## src/rtl/i2cq_pkg.sv

```systemverilog
package i2cq_pkg;

    typedef struct packed {
        logic       restart;
        logic       stop;
        logic       rd;
        logic [7:0] data;
    } cmd_t;

    localparam int CMD_W = $bits(cmd_t);

    typedef enum logic [2:0] {
        OP_START   = 3'd0,
        OP_RESTART = 3'd1,
        OP_WRITE   = 3'd2,
        OP_READ    = 3'd3,
        OP_STOP    = 3'd4
    } op_e;

    typedef enum logic [2:0] {
        ST_IDLE,
        ST_START,
        ST_ADDR_HI,
        ST_ADDR_LO,
        ST_RESTART_RD,
        ST_ADDR_HI_RD,
        ST_DATA,
        ST_STOP
    } seq_st_e;

    localparam int SRC_ADDR = 0;
    localparam int SRC_DATA = 1;
    localparam int SRC_ARB  = 2;

    function automatic logic [7:0] addr7_byte(input logic [9:0] a, input logic rd);
        return {a[6:0], rd};
    endfunction

    function automatic logic [7:0] addr10_hi(input logic [9:0] a, input logic rd);
        return {5'b11110, a[9:8], rd};
    endfunction

endpackage

```

## src/rtl/i2cq_fifo.sv

```systemverilog
module i2cq_fifo #(
    parameter int W     = 8,
    parameter int DEPTH = 8
) (
    input  logic                   clk,
    input  logic                   rst,
    input  logic                   flush,
    input  logic                   push,
    input  logic [W-1:0]           din,
    input  logic                   pop,
    output logic [W-1:0]           dout,
    output logic [$clog2(DEPTH):0] level,
    output logic                   full,
    output logic                   empty
);
    localparam int AW = $clog2(DEPTH);
    localparam logic [AW:0] DEPTH_V = (AW+1)'(DEPTH);

    logic [W-1:0] mem [DEPTH];
    logic [AW:0]  wp, rp;
    logic         do_push, do_pop;

    assign level   = wp - rp;
    assign full    = (level == DEPTH_V);
    assign empty   = (level == '0);
    assign do_push = push && !full && !flush;
    assign do_pop  = pop && !empty && !flush;
    assign dout    = mem[rp[AW-1:0]];

    always_ff @(posedge clk) begin
        if (do_push) begin
            mem[wp[AW-1:0]] <= din;
        end
    end

    always_ff @(posedge clk) begin
        if (rst || flush) begin
            wp <= '0;
            rp <= '0;
        end else begin
            if (do_push) wp <= wp + 1'b1;
            if (do_pop)  rp <= rp + 1'b1;
        end
    end
endmodule

```

## src/rtl/i2cq_seq.sv

```systemverilog
module i2cq_seq
    import i2cq_pkg::*;
(
    input  logic       clk,
    input  logic       rst,
    input  cmd_t       cmd,
    input  logic       cmd_valid,
    input  logic       rx_full,
    input  logic       ten_bit,
    input  logic [9:0] taddr,
    input  logic       abort_clr,
    input  logic       eng_done,
    input  logic       eng_nack,
    input  logic       eng_arb_lost,
    output logic       cmd_pop,
    output logic       rx_push,
    output logic       flush,
    output logic       abort,
    output logic [2:0] abort_src,
    output logic       bus_hold,
    output logic       eng_req,
    output op_e        eng_op,
    output logic [7:0] eng_wbyte,
    output logic       eng_rd_nack
);
    seq_st_e    st;
    logic       owned, last_rd, abort_q;
    logic [2:0] src_q;

    logic fin, arb_ev, addr_phase, nack_addr, nack_data, data_ok, go, need_addr;

    assign fin        = eng_req && eng_done;
    assign arb_ev     = fin && eng_arb_lost;
    assign addr_phase = (st == ST_ADDR_HI) || (st == ST_ADDR_LO) || (st == ST_ADDR_HI_RD);
    assign nack_addr  = fin && !eng_arb_lost && eng_nack && addr_phase;
    assign nack_data  = fin && !eng_arb_lost && eng_nack && (st == ST_DATA) && !cmd.rd;
    assign data_ok    = fin && !eng_arb_lost && (st == ST_DATA) && !nack_data;
    assign go         = cmd_valid && !abort_q && !(cmd.rd && rx_full);
    assign need_addr  = !owned || cmd.restart || (cmd.rd != last_rd);

    assign cmd_pop   = data_ok;
    assign rx_push   = data_ok && cmd.rd;
    assign flush     = arb_ev || nack_addr || nack_data;
    assign abort     = abort_q;
    assign abort_src = src_q;
    assign bus_hold  = owned && (st == ST_IDLE);
    assign eng_req   = (st != ST_IDLE);

    always_comb begin
        eng_op      = OP_WRITE;
        eng_wbyte   = '0;
        eng_rd_nack = 1'b0;
        case (st)
            ST_START:      eng_op = owned ? OP_RESTART : OP_START;
            ST_ADDR_HI:    eng_wbyte = ten_bit ? addr10_hi(taddr, 1'b0) : addr7_byte(taddr, cmd.rd);
            ST_ADDR_LO:    eng_wbyte = taddr[7:0];
            ST_RESTART_RD: eng_op = OP_RESTART;
            ST_ADDR_HI_RD: eng_wbyte = addr10_hi(taddr, 1'b1);
            ST_DATA: begin
                eng_op      = cmd.rd ? OP_READ : OP_WRITE;
                eng_wbyte   = cmd.rd ? 8'h00 : cmd.data;
                eng_rd_nack = cmd.rd && cmd.stop;
            end
            ST_STOP:       eng_op = OP_STOP;
            default:       eng_op = OP_WRITE;
        endcase
    end

    always_ff @(posedge clk) begin
        if (rst) begin
            st      <= ST_IDLE;
            owned   <= 1'b0;
            last_rd <= 1'b0;
            abort_q <= 1'b0;
            src_q   <= '0;
        end else begin
            if (abort_clr) begin
                abort_q <= 1'b0;
                src_q   <= '0;
            end
            if (arb_ev) begin
                abort_q        <= 1'b1;
                src_q[SRC_ARB] <= 1'b1;
                owned          <= 1'b0;
                st             <= ST_IDLE;
            end else if (nack_addr) begin
                abort_q         <= 1'b1;
                src_q[SRC_ADDR] <= 1'b1;
                st              <= ST_STOP;
            end else if (nack_data) begin
                abort_q         <= 1'b1;
                src_q[SRC_DATA] <= 1'b1;
                st              <= ST_STOP;
            end else begin
                case (st)
                    ST_IDLE:       if (go) st <= need_addr ? ST_START : ST_DATA;
                    ST_START:      if (fin) begin owned <= 1'b1; st <= ST_ADDR_HI; end
                    ST_ADDR_HI:    if (fin) st <= ten_bit ? ST_ADDR_LO : ST_DATA;
                    ST_ADDR_LO:    if (fin) st <= cmd.rd ? ST_RESTART_RD : ST_DATA;
                    ST_RESTART_RD: if (fin) st <= ST_ADDR_HI_RD;
                    ST_ADDR_HI_RD: if (fin) st <= ST_DATA;
                    ST_DATA: if (fin) begin
                        last_rd <= cmd.rd;
                        st      <= cmd.stop ? ST_STOP : ST_IDLE;
                    end
                    ST_STOP:       if (fin) begin owned <= 1'b0; st <= ST_IDLE; end
                    default:       st <= ST_IDLE;
                endcase
            end
        end
    end
endmodule

```

## src/rtl/i2cq_master.sv

```systemverilog
module i2cq_master
    import i2cq_pkg::*;
#(
    parameter int TX_DEPTH  = 8,
    parameter int RX_DEPTH  = 8,
    parameter int TX_THRESH = TX_DEPTH / 2,
    parameter int RX_THRESH = 0
) (
    input  logic                      clk,
    input  logic                      rst,
    input  logic                      cmd_push,
    input  logic [10:0]               cmd_word,
    input  logic                      rx_pop,
    output logic [7:0]                rx_data,
    input  logic                      tar_we,
    input  logic [12:0]               tar_wdata,
    input  logic                      abort_clr,
    output logic [$clog2(TX_DEPTH):0] tx_level,
    output logic [$clog2(RX_DEPTH):0] rx_level,
    output logic                      tx_low,
    output logic                      rx_ready,
    output logic                      abort,
    output logic [2:0]                abort_src,
    output logic                      bus_hold,
    output logic                      eng_req,
    output logic [2:0]                eng_op,
    output logic [7:0]                eng_wbyte,
    output logic                      eng_rd_nack,
    input  logic                      eng_done,
    input  logic                      eng_nack,
    input  logic                      eng_arb_lost,
    input  logic [7:0]                eng_rbyte
);
    localparam int TLW = $clog2(TX_DEPTH) + 1;
    localparam int RLW = $clog2(RX_DEPTH) + 1;
    localparam logic [TLW-1:0] TX_THR_V = TLW'(TX_THRESH);
    localparam logic [RLW-1:0] RX_THR_V = RLW'(RX_THRESH);

    logic             ten_q;
    logic [9:0]       addr_q;
    logic             unused_tar;
    logic [CMD_W-1:0] tx_head;
    cmd_t             cmd_head;
    logic             tx_empty, tx_full_unused, rx_full, rx_empty_unused;
    logic             cmd_pop, rx_push, flush, tx_push;
    op_e              op_w;

    assign unused_tar = ^{tar_wdata[11:10], tx_full_unused, rx_empty_unused};
    assign cmd_head   = cmd_t'(tx_head);
    assign tx_push    = cmd_push && !abort;
    assign eng_op     = op_w;
    assign tx_low     = (tx_level <= TX_THR_V);
    assign rx_ready   = (rx_level > RX_THR_V);

    always_ff @(posedge clk) begin
        if (rst) begin
            ten_q  <= 1'b0;
            addr_q <= '0;
        end else if (tar_we) begin
            ten_q  <= tar_wdata[12];
            addr_q <= tar_wdata[9:0];
        end
    end

    i2cq_fifo #(.W(CMD_W), .DEPTH(TX_DEPTH)) u_txq (
        .clk(clk), .rst(rst), .flush(flush),
        .push(tx_push), .din(cmd_word),
        .pop(cmd_pop), .dout(tx_head),
        .level(tx_level), .full(tx_full_unused), .empty(tx_empty)
    );

    i2cq_fifo #(.W(8), .DEPTH(RX_DEPTH)) u_rxq (
        .clk(clk), .rst(rst), .flush(flush),
        .push(rx_push), .din(eng_rbyte),
        .pop(rx_pop), .dout(rx_data),
        .level(rx_level), .full(rx_full), .empty(rx_empty_unused)
    );

    i2cq_seq u_seq (
        .clk(clk), .rst(rst),
        .cmd(cmd_head), .cmd_valid(!tx_empty), .rx_full(rx_full),
        .ten_bit(ten_q), .taddr(addr_q), .abort_clr(abort_clr),
        .eng_done(eng_done), .eng_nack(eng_nack), .eng_arb_lost(eng_arb_lost),
        .cmd_pop(cmd_pop), .rx_push(rx_push), .flush(flush),
        .abort(abort), .abort_src(abort_src), .bus_hold(bus_hold),
        .eng_req(eng_req), .eng_op(op_w), .eng_wbyte(eng_wbyte),
        .eng_rd_nack(eng_rd_nack)
    );
endmodule

```

## config.mk

```make
export PLATFORM = sky130hd
export DESIGN_NAME = i2cq_master
export DESIGN_NICKNAME = d
export VERILOG_FILES = /design/src/rtl/i2cq_pkg.sv /design/src/rtl/i2cq_fifo.sv /design/src/rtl/i2cq_seq.sv /design/src/rtl/i2cq_master.sv
export SDC_FILE = /design/constraint.sdc
export NUM_CORES = 1
export LEC_CHECK = 0
export ABC_AREA = 1
export CAP_MARGIN = 20
export CELL_PAD_IN_SITES_DETAIL_PLACEMENT = 0
export CELL_PAD_IN_SITES_GLOBAL_PLACEMENT = 1
export CORE_MARGIN = 4
export CORE_UTILIZATION = 41
export DETAILED_ROUTE_END_ITERATION = 6
export PLACE_DENSITY_LB_ADDON = 0.08
export SYNTH_ARGS = -nofsm -noshare
export SYNTH_HDL_FRONTEND = slang
export SYNTH_HIERARCHICAL = 1
export SYNTH_SLANG_ARGS = --single-unit
```

## constraint.sdc

```tcl
create_clock -name clk -period 2.7 [get_ports clk]
set_input_delay 0.54 -clock clk [delete_from_list [all_inputs] [get_ports clk]]
set_output_delay 0.54 -clock clk [all_outputs]
set_load 0.01 [all_outputs]
```

==> results.txt <==
- Result of the run: finished clean
- In this run the deepest clock path goes through 2 buffers.
- The number of placed instances, taps included, is 1273.
- Via density per instance: 5.01
- Final Slew Violations: 0
* Min-delay worst type: reg -> reg
* Area taken by flip-flops and latches: 0.00543 mm²
- Static Leak: 4.51 nW
- The finished layout holds 1313 standard cells, fillers aside.
- Setup violators final: 0
- Die span in x: 155 µm
- Post-CTS clock slew at the launch and capture registers of the worst setup and hold paths: 0.07 ns
- The layout has 1889 filler cells.
- At the worst endpoint, the arrival time is 2.09 ns.
- The worst register-to-register path ends at u_rxq/mem[2][3].
- The total overflow left after global routing is 0.
* Die boundary height: 155 µm
- Weighted congestion at the end of routability-driven global placement: 0.837
* Initial detailed-routing violation count: 310
- The design draws 8.92 mW.
- Number of buffers inserted during clock tree synthesis: 17
* Yosys warning total: 6
* Startpoint of the most critical hold path: u_seq/abort_src[2]
- Fraction of final layout cells with drive strength greater than 1: 20.4%
- Total GRT Usage: 17.6%
- Number of core rows: 53
* Area of all placed cells without fillers: 0.0113 mm²
- The path with the worst hold slack has its endpoint at u_seq/abort_src[2].
- The area growth from synthesis to layout is 28.4%.
- I/O pin total: 77
* CTS sink cnt: 194
- Die Footprint: 0.0239 mm²
- The number of antenna violations at the first check in global routing is 1.
* Net count after synthesis: 947
* Hold path depth: 2
* Power per cell area: 789 mW/mm²
- Largest net degree at the start of global routing: 33
* Number of maximum-capacitance violations: 0
* I/O Buffers: 74
- At the pin with the least slew margin, the transition time is 0.694 ns.
- TritonCTS built the clock tree.
- WL/cell: 15.9 µm
* Start-to-end type of the worst setup path: reg -> out
- In the routed design, unresolved DRC markers number 0.
- The worst pin sits at a relative slew slack of 53.6%.
- Post-detailed-route count of antenna-violating nets: 0
- Pre-CTS setup slack: -0.0200 ns
- VDD sags by at most 0.427 mV.
* Effective utilization at floorplan: 41.8%
- In the finished design, the share of the clock period the worst path needs comes to 97.3%.
* Combined area of all synthesized cells: 0.00881 mm²
- In the final layout, the multi-input gates occupy 0.00320 mm².
* Category of the worst setup path capture point: output port
* Area of the placeable core: 0.0211 mm²
* Required arrival time at the worst endpoint: 2.16 ns
- Cells after Synth: 894
- Layout Skew: 0.0142 ns
- Number of antenna cells inserted: 0
- For this block, the via count after detailed routing is 6573.
- Via count of the first global-routing pass: 6607
- Final hold violations: 0
- The H-tree was split into 4 levels.
- The worst setup path is launched from a flop.
- Placed Instance Area: 0.0104 mm²
* Number of optimization iterations in the first detailed-route pass: 4
* Half-perimeter wire length of the detailed placement result: 14700 µm
- Maximum fanout along the worst path: 16
* Post-route worst setup slack: 0.0732 ns
- Based on the critical path, the design can be clocked at up to 381 MHz.
* Total wire length: 20900 µm
* Clock root buffer: clkbuf_16
- Number of nets in the finished design: 1079
- Reg2Reg Depth: 14
* Wire length of the first global-routing pass: 33200 µm
* Final period demand of the worst path: 2.63 ns
- Post-layout utilization of the core: 53.6%
* Post-synthesis average cell area: 9.85 µm²
- The setup check on the worst reg-to-reg path leaves a slack of 0.14 ns.
- Clock latency on the worst-skew pair, taken at its later pin, is 0.43 ns.
[power by group]
part           switching [mW]  internal, mW  total [mW]  leakage, nW
registers               0.142          3.42        3.56         1.72
logic                    1.64          1.27        2.91         2.51
clock network            1.15          1.30        2.45        0.275
[worst max-delay path by stage]
stage	cells after the start	end	slack [ns]
finish	7	rx_data[4]	0.07
CTS	10	eng_wbyte[3]	-0.02
global route	9	eng_wbyte[5]	-0.003
floorplan	13	u_txq/mem[0][0]	0.01
detailed placement	8	eng_wbyte[4]	-0.02
global placement	8	eng_wbyte[4]	0.01
[per-stage QoR]
| step | TNS (ns) | hold WS (ns) |
|---|---|---|
| after floorplan | 0 | 0.436 |
| after global placement | 0 | 0.458 |
| after detailed placement | -0.0200 | 0.466 |
| after CTS | -0.0237 | 0.477 |
| after global routing | -0.00273 | 0.504 |
| final | 0 | 0.476 |
[flip-flops by register name, summed over array words and instances (netlist names), named ones only]
| register | flops |
|---|---|
| u_seq/abort | 1 |
| u_seq/abort_src | 3 |
| u_txq/mem | 88 |
| u_txq/wp | 4 |
| u_seq/owned | 1 |
| addr_q | 10 |
| u_seq/last_rd | 1 |
| u_rxq/wp | 4 |
| u_rxq/rp | 4 |
| u_txq/rp | 4 |
| u_rxq/mem | 64 |
| ten_q | 1 |
| u_seq/st | 3 |
[layout make-up]
type	instances	area share [%]
multi-input combinational	589	28.3
timing repair buffer	144	12.9
tap	275	3.04
inverter	80	2.72
clock buffer	18	3.80
sequential	194	48.0
clock inverter	13	1.28
[repair_timing]
| action | 4_1_cts | 5_1_grt |
|---|---|---|
| gates cloned | 0 | 1 |
| buffers inserted | 5 | 3 |
| pin swaps | 8 | 17 |
| hold endpoints to repair | 0 | 0 |
| setup endpoints to repair | 42 | 112 |
| gates resized for setup | 64 | 54 |
| hold buffers | 0 | 0 |
[placed cells by master (no fill, tap or decap), types with 15 or more instances in the layout]
| cell | instances |
|---|---|
| buf_4 | 47 |
| nand4_1 | 16 |
| nand3_1 | 19 |
| o32ai_1 | 25 |
| nor2_1 | 197 |
| edfxtp_1 | 152 |
| dfxtp_1 | 29 |
| clkbuf_16 | 17 |
| inv_1 | 66 |
| nand2_1 | 186 |
| buf_12 | 15 |
| o21ai_0 | 31 |
| clkdlybuf4s50_1 | 54 |
[metal layers]
metal | vias to the layer above | GRT usage, % | routed length [µm]
li1 | 3299 | - | -
met1 | 3162 | 21.4 | 8990
met2 | 91 | 31.6 | 10900
met3 | 19 | 3.92 | 651
met4 | 2 | 4.50 | 294
met5 | - | 0 | 11
[worst max-delay path, stage by stage (launching register included)]
cell and delay (ns):
dfxtp_4 0.38, inv_4 0.12, buf_12 0.16, nor2_1 0.05, o32ai_1 0.25, nand2_1 0.08
nand2_1 0.09, clkdlybuf4s50_1 0.53
Power figures use the tool's default switching activity.
